**config.mk**
```make
export PLATFORM = sky130hd
export DESIGN_NAME = ref_div_top
export DESIGN_NICKNAME = d
export VERILOG_FILES = /design/src/rtl/ref_div_pkg.sv /design/src/rtl/ref_div_decode.sv /design/src/rtl/ref_div_count.sv /design/src/rtl/ref_div_shape.sv /design/src/rtl/ref_div_top.sv
export SDC_FILE = /design/constraint.sdc
export NUM_CORES = 1
export LEC_CHECK = 0
export BUFFER_PORTS_ARGS = -buffer_cell sky130_fd_sc_hd__buf_4
export CAP_MARGIN = 20
export CORE_MARGIN = 4
export CORE_UTILIZATION = 45
export DETAILED_ROUTE_END_ITERATION = 10
export GPL_TIMING_DRIVEN = 1
export SKIP_LAST_GASP = 1
export SYNTH_ARGS = -nofsm -noshare
export SYNTH_HDL_FRONTEND = slang
export SYNTH_HIERARCHICAL = 1
export SYNTH_SLANG_ARGS = --single-unit
```
**constraint.sdc**
```tcl
create_clock -name clk_in -period 10.85 [get_ports clk_in]
set_input_delay 0.5425 -clock clk_in [delete_from_list [all_inputs] [get_ports clk_in]]
set_output_delay 0.5425 -clock clk_in [all_outputs]
set_load 0.05 [all_outputs]
```
**src/rtl/ref_div_pkg.sv**
```systemverilog
package ref_div_pkg;

    localparam int CW_W        = 13;
    localparam int RATIO_W     = 12;
    localparam int MID_W       = 4;
    localparam int WIDE_W      = CW_W - 2;
    localparam int MID_OFFSET  = 2;
    localparam int WIDE_OFFSET = 8;
    localparam int WIDE_FLOOR  = 18;

    typedef enum logic [1:0] {
        PK_ONE   = 2'b00,
        PK_TWO   = 2'b01,
        PK_MID   = 2'b10,
        PK_WIDE  = 2'b11
    } pack_mode_t;

    typedef struct packed {
        logic [RATIO_W-1:0] ratio;
        logic               square;
    } div_cfg_t;

    function automatic logic [RATIO_W-1:0] decode_ratio(input logic [CW_W-1:0] w);
        logic [RATIO_W-1:0] r;
        logic [MID_W-1:0]   mid_inv;
        mid_inv = ~w[MID_W+1:2];
        case (pack_mode_t'(w[1:0]))
            PK_ONE:  r = RATIO_W'(1);
            PK_TWO:  r = RATIO_W'(2);
            PK_MID:  r = RATIO_W'(mid_inv) + RATIO_W'(MID_OFFSET);
            default: begin
                r = RATIO_W'(w[CW_W-1:2]) + RATIO_W'(WIDE_OFFSET);
                if (r < RATIO_W'(WIDE_FLOOR))
                    r = RATIO_W'(WIDE_FLOOR);
            end
        endcase
        return r;
    endfunction

    function automatic logic [RATIO_W-1:0] high_len(input logic [RATIO_W-1:0] ratio);
        return ratio >> 1;
    endfunction

endpackage

```
**src/rtl/ref_div_decode.sv**
```systemverilog
module ref_div_decode
    import ref_div_pkg::*;
(
    input  logic [CW_W-1:0] ctrl_word,
    input  logic            square_sel,
    output div_cfg_t        cfg
);

    always_comb begin
        cfg.ratio  = decode_ratio(ctrl_word);
        cfg.square = square_sel;
    end

endmodule

```
**src/rtl/ref_div_count.sv**
```systemverilog
module ref_div_count
    import ref_div_pkg::*;
#(
    parameter int RESET_RATIO = 5
) (
    input  logic               clk,
    input  logic               rst,
    input  div_cfg_t           cfg_in,
    output div_cfg_t           cur_cfg,
    output div_cfg_t           nxt_cfg,
    output logic [RATIO_W-1:0] nxt_cnt
);

    logic [RATIO_W-1:0] cnt;
    logic               at_end;

    assign at_end  = (cnt == cur_cfg.ratio - RATIO_W'(1));
    assign nxt_cnt = at_end ? '0 : cnt + RATIO_W'(1);
    assign nxt_cfg = at_end ? cfg_in : cur_cfg;

    always_ff @(posedge clk) begin
        if (rst) begin
            cnt            <= '0;
            cur_cfg.ratio  <= RATIO_W'(RESET_RATIO);
            cur_cfg.square <= 1'b0;
        end else begin
            cnt     <= nxt_cnt;
            cur_cfg <= nxt_cfg;
        end
    end

    AST_CNT_BELOW_RATIO: assert property (@(posedge clk) disable iff (rst)
        cnt < cur_cfg.ratio);
    AST_CFG_HELD_MIDPERIOD: assert property (@(posedge clk) disable iff (rst)
        !at_end |=> $stable(cur_cfg));
    AST_WRAP_RESTARTS: assert property (@(posedge clk) disable iff (rst)
        at_end |=> (cnt == '0));

endmodule

```
**src/rtl/ref_div_shape.sv**
```systemverilog
module ref_div_shape
    import ref_div_pkg::*;
(
    input  logic               clk,
    input  logic               rst,
    input  div_cfg_t           cur_cfg,
    input  div_cfg_t           nxt_cfg,
    input  logic [RATIO_W-1:0] nxt_cnt,
    output logic               div_out
);

    logic out_q;
    logic bypass;

    assign bypass = (cur_cfg.ratio == RATIO_W'(1));

    always_ff @(posedge clk) begin
        if (rst)
            out_q <= 1'b0;
        else if (nxt_cfg.square)
            out_q <= (nxt_cnt < high_len(nxt_cfg.ratio));
        else
            out_q <= (nxt_cnt == '0);
    end

    assign div_out = bypass ? clk : out_q;

    AST_PULSE_ONE_WIDE: assert property (@(posedge clk) disable iff (rst)
        (out_q && !cur_cfg.square && !bypass) |=> !out_q);

endmodule

```
**src/rtl/ref_div_top.sv**
```systemverilog
module ref_div_top
    import ref_div_pkg::*;
#(
    parameter int RESET_RATIO = 5
) (
    input  logic            clk_in,
    input  logic            rst,
    input  logic [12:0]     ctrl_word,
    input  logic            square_sel,
    output logic            div_out
);

    div_cfg_t           dec_cfg;
    div_cfg_t           cur_cfg;
    div_cfg_t           nxt_cfg;
    logic [RATIO_W-1:0] nxt_cnt;

    ref_div_decode u_decode (
        .ctrl_word  (ctrl_word),
        .square_sel (square_sel),
        .cfg        (dec_cfg)
    );

    ref_div_count #(.RESET_RATIO(RESET_RATIO)) u_count (
        .clk     (clk_in),
        .rst     (rst),
        .cfg_in  (dec_cfg),
        .cur_cfg (cur_cfg),
        .nxt_cfg (nxt_cfg),
        .nxt_cnt (nxt_cnt)
    );

    ref_div_shape u_shape (
        .clk     (clk_in),
        .rst     (rst),
        .cur_cfg (cur_cfg),
        .nxt_cfg (nxt_cfg),
        .nxt_cnt (nxt_cnt),
        .div_out (div_out)
    );

    AST_WIDE_AT_LEAST_FLOOR: assert property (@(posedge clk_in) disable iff (rst)
        (ctrl_word[1:0] == 2'b11) |-> (dec_cfg.ratio >= RATIO_W'(WIDE_FLOOR)));
    AST_NARROW_SMALL: assert property (@(posedge clk_in) disable iff (rst)
        (ctrl_word[1] == 1'b0) |-> (dec_cfg.ratio <= RATIO_W'(2)));
    AST_MID_RANGE: assert property (@(posedge clk_in) disable iff (rst)
        (ctrl_word[1:0] == 2'b10) |-> (dec_cfg.ratio >= RATIO_W'(2) && dec_cfg.ratio <= RATIO_W'(17)));
    AST_RESET_OUT_LOW: assert property (@(posedge clk_in)
        rst |=> !div_out);

endmodule

```
# Word-level counts from Yosys, hierarchy flattened
# Index checks and enable logic that the tools add are counted.
[word_totals] out_inout_bits=1 register_bits=26 in_bits=16
[classes] reduce_logical=2 muxes=6 add_sub_neg=4 n_bitwise=1 order_cmp=2 n_eq_ne=4
[ops] operator="case mux 12 bit (3 select lines)" n=1
[ops] operator="2-to-1 mux 12 bit" n=2
[ops] operator="2-to-1 mux 13 bit" n=1
[ops] operator="adder 11 x 4 -> 12 bit, second input constant" n=1
[ops] operator="adder 12 x 1 -> 12 bit, second input constant" n=1
[ops] operator="== test 12 x 1 -> 1 bit, second input constant" n=1
[ops] operator="== test 12 bit" n=1
[ops] operator="logical NOT 12 bit" n=1
[ops] operator="< comparator 12 x 11 -> 1 bit" n=1
[ops] operator="< comparator 12 x 5 -> 1 bit, second input constant" n=1
[ops] operator="subtractor 12 x 1 -> 12 bit, second input constant" n=1
[ops] operator="adder 4 x 2 -> 5 bit, second input constant" n=1
[ops] operator="NOT 4 bit" n=1
[ops] operator="== test 2 x 1 -> 1 bit, second input constant" n=1
[ops] operator="== test 2 bit, second input constant" n=1
[ops] operator="logical NOT 2 bit" n=1
[ops] operator="2-to-1 mux 1 bit" n=2

# Logic depth before layout (Yosys ltp)
[logic_depth] word_depth=7 mapped_depth=16

# Hierarchy
# The synthesis kept the hierarchy.
[modules_own_cells] mod="ref_div_count" cells_each=197 instances=1 area_per_inst_um2=1717.9
[modules_own_cells] mod="ref_div_decode" cells_each=62 instances=1 area_per_inst_um2=386.6
[modules_own_cells] mod="ref_div_shape" cells_each=49 instances=1 area_per_inst_um2=369.1

==> run_results.csv <==
group,metric,value,unit
run_status,status,"complete, no violations",
final_layout,finalNetCount,345,
placed_design,place_congestion,0.838,
clock_network,cts_hold_buf,0,
critical_path,cp_num_buf_inv,3,
power_and_ir_drop,peakVddDrop,0.000109,V
synth,yosysWarnings,6,
critical_path,start_kind,"clock port",
timing,slew_viol_final,0,
global_routing,grtUsageTotal,18.8,%
clock_network,cts_resized,0,
floorplan,rows,26,
critical_path,path_cells,"clkbuf_8 > clkbuf_8 > mux2_4 > buf_4",
global_routing,overflow,0,
final_layout,final_cells,384,
critical_path,worstSetupPathType,"clock port to primary output",
critical_path,crit_family,"buffers and inverters",
final_layout,fillers,523,
global_routing,grt_max_degree,50,
critical_path,worstReg2RegEnd,"u_shape/out_q",
clock_network,cts_setup_buffers,0,
synth,syn_area_per_cell,8.02,µm²
clock_network,cts_tree,"yes",
floorplan,io_pins,17,
placed_design,placed_area,2580,µm²
critical_path,critical_path_depth,4,
detailed_routing,drc,0,
final_layout,drive_above_1_share,11.1,%
synth,synth_area,2460,µm²
critical_path,cp_slowest_cell,"mux2_4",
power_and_ir_drop,powerDensity,175,nW/µm²
final_layout,layout_common_cells,"nor2_1, dfxtp_1, nand2b_1",
detailed_routing,first_pass_iters,4,
timing,final-hold-violation-count,0,
critical_path,worstReg2RegStart,"u_count/cur_cfg[2]",
final_layout,postLayoutCoreUtil,51.3,%
worst_hold_path,hp-class,"input pin to register",
placed_design,portBuffers,16,
global_routing,grt_first_pass_wirelength,9650,µm
critical_path,cp-startpoint,"clk_in",
critical_path,cp_common_cell,"clkbuf_8",
placed_design,placed_cells,377,
detailed_routing,wl_per_cell,14.6,µm
detailed_routing,viasPerCell,5.44,
power_and_ir_drop,leakagePower,1.08,nW
critical_path,cp.arrival,6120,ps
critical_path,r2r_cells,15,
floorplan,die_area,6720,µm²
timing,relSlewSlack,59.9,%
critical_path,crit_fanout,2,
detailed_routing,ant_nets,0,
clock_network,path_clk_slew,90,ps
detailed_routing,dr_total_vias,2090,
detailed_routing,drt_iter0_drc,142,
critical_path,crit_path_end,"div_out",
timing,hold-worst-slack,439,ps
floorplan,coreArea,5200,µm²
timing,setup_viol_count_final,0,
timing,rsz0062_at_grt,"false",
power_and_ir_drop,power,468,µW
critical_path,cp-end-kind,"primary output",
final_layout,diodes,0,
placed_design,place_hpwl,4240,µm
global_routing,antenna_found_initial,0,
timing,layout_setup_ws,4190,ps
clock_network,clk_latency,380,ps
floorplan,die_w,82.0,µm
critical_path,reg2reg_slack,6780,ps
timing,fin_worst_skew,5.09,ps
synth,syn_inst,307,
detailed_routing,drt-total-wl,5620,µm
final_layout,area_growth,8.54,%
final_layout,layout_commonest_cell,"nor2_1",
floorplan,initial_utilization,47.3,%
timing,setup_tns,0,ps
job,cap_violations,0,
global_routing,grt_pass1_vias,1986,
final_layout,final_area,2670,µm²
timing,tightestPinTransition,597,ps
critical_path,required,10310,ps
critical_path,cp_slowest_stage_delay,270,ps
floorplan,die_y,82.0,µm
placed_design,dp_slack,4450,ps
synth,synth_fp_nets,337,
-- per-layer routing --
layer  up-vias  GRT usage (%)  wire length (µm)
li1       1086              -                 -
met4         0           6.48                70
met5         -              0                 0
met3        10           5.04               294
met1       954           27.0              2850
met2        40           26.7              2400
-- sequential cells by signal, summed over array words and instances (netlist names) --
signal,flops
u_count/cur_cfg,13
u_shape/out_q,1
u_count/cnt,12
-- layout make-up --
cell class                      instances  area [µm²]  share of cell area [%]
Multi-Input combinational cell        245        1770                    66.2
Sequential cell                        26         520                    19.5
Timing Repair Buffer                   16         120                    4.49
Clock buffer                            8         104                    3.89
Tap cell                               70        87.6                    3.28
Inverter                               19        71.3                    2.67
-- power by group --
part	leakage [nW]	switching [mW]	internal [mW]	total (mW)
clock network	0.0652	0.0431	0.0602	0.103
registers	0.210	0.0231	0.109	0.132
logic	0.806	0.124	0.109	0.233
-- worst min-delay path by stage --
stage	start	end	depth (start not counted)
3_3_place_gp	u_count/cur_cfg[0]	u_count/cur_cfg[0]	2
6_report	square_sel	u_count/cur_cfg[0]	3
3_5_place_dp	u_count/cur_cfg[0]	u_count/cur_cfg[0]	2
4_1_cts	square_sel	u_count/cur_cfg[0]	3
2_1_floorplan	u_count/cur_cfg[0]	u_count/cur_cfg[0]	2
5_1_grt	square_sel	u_count/cur_cfg[0]	3
-- worst reg2reg max path: cells and delay by family, from the launching register on --
kind	cells	cell delay [ps]
AOI/OAI and AO/OA	6	1160
xor gates and xnor gates	1	180
adders and majority gates	2	590
buffers and inverters	3	680
DFF	1	370
muxes	1	400
and+or+nand+nor	2	650
Note: power is estimated with default switching activity, not from simulation.
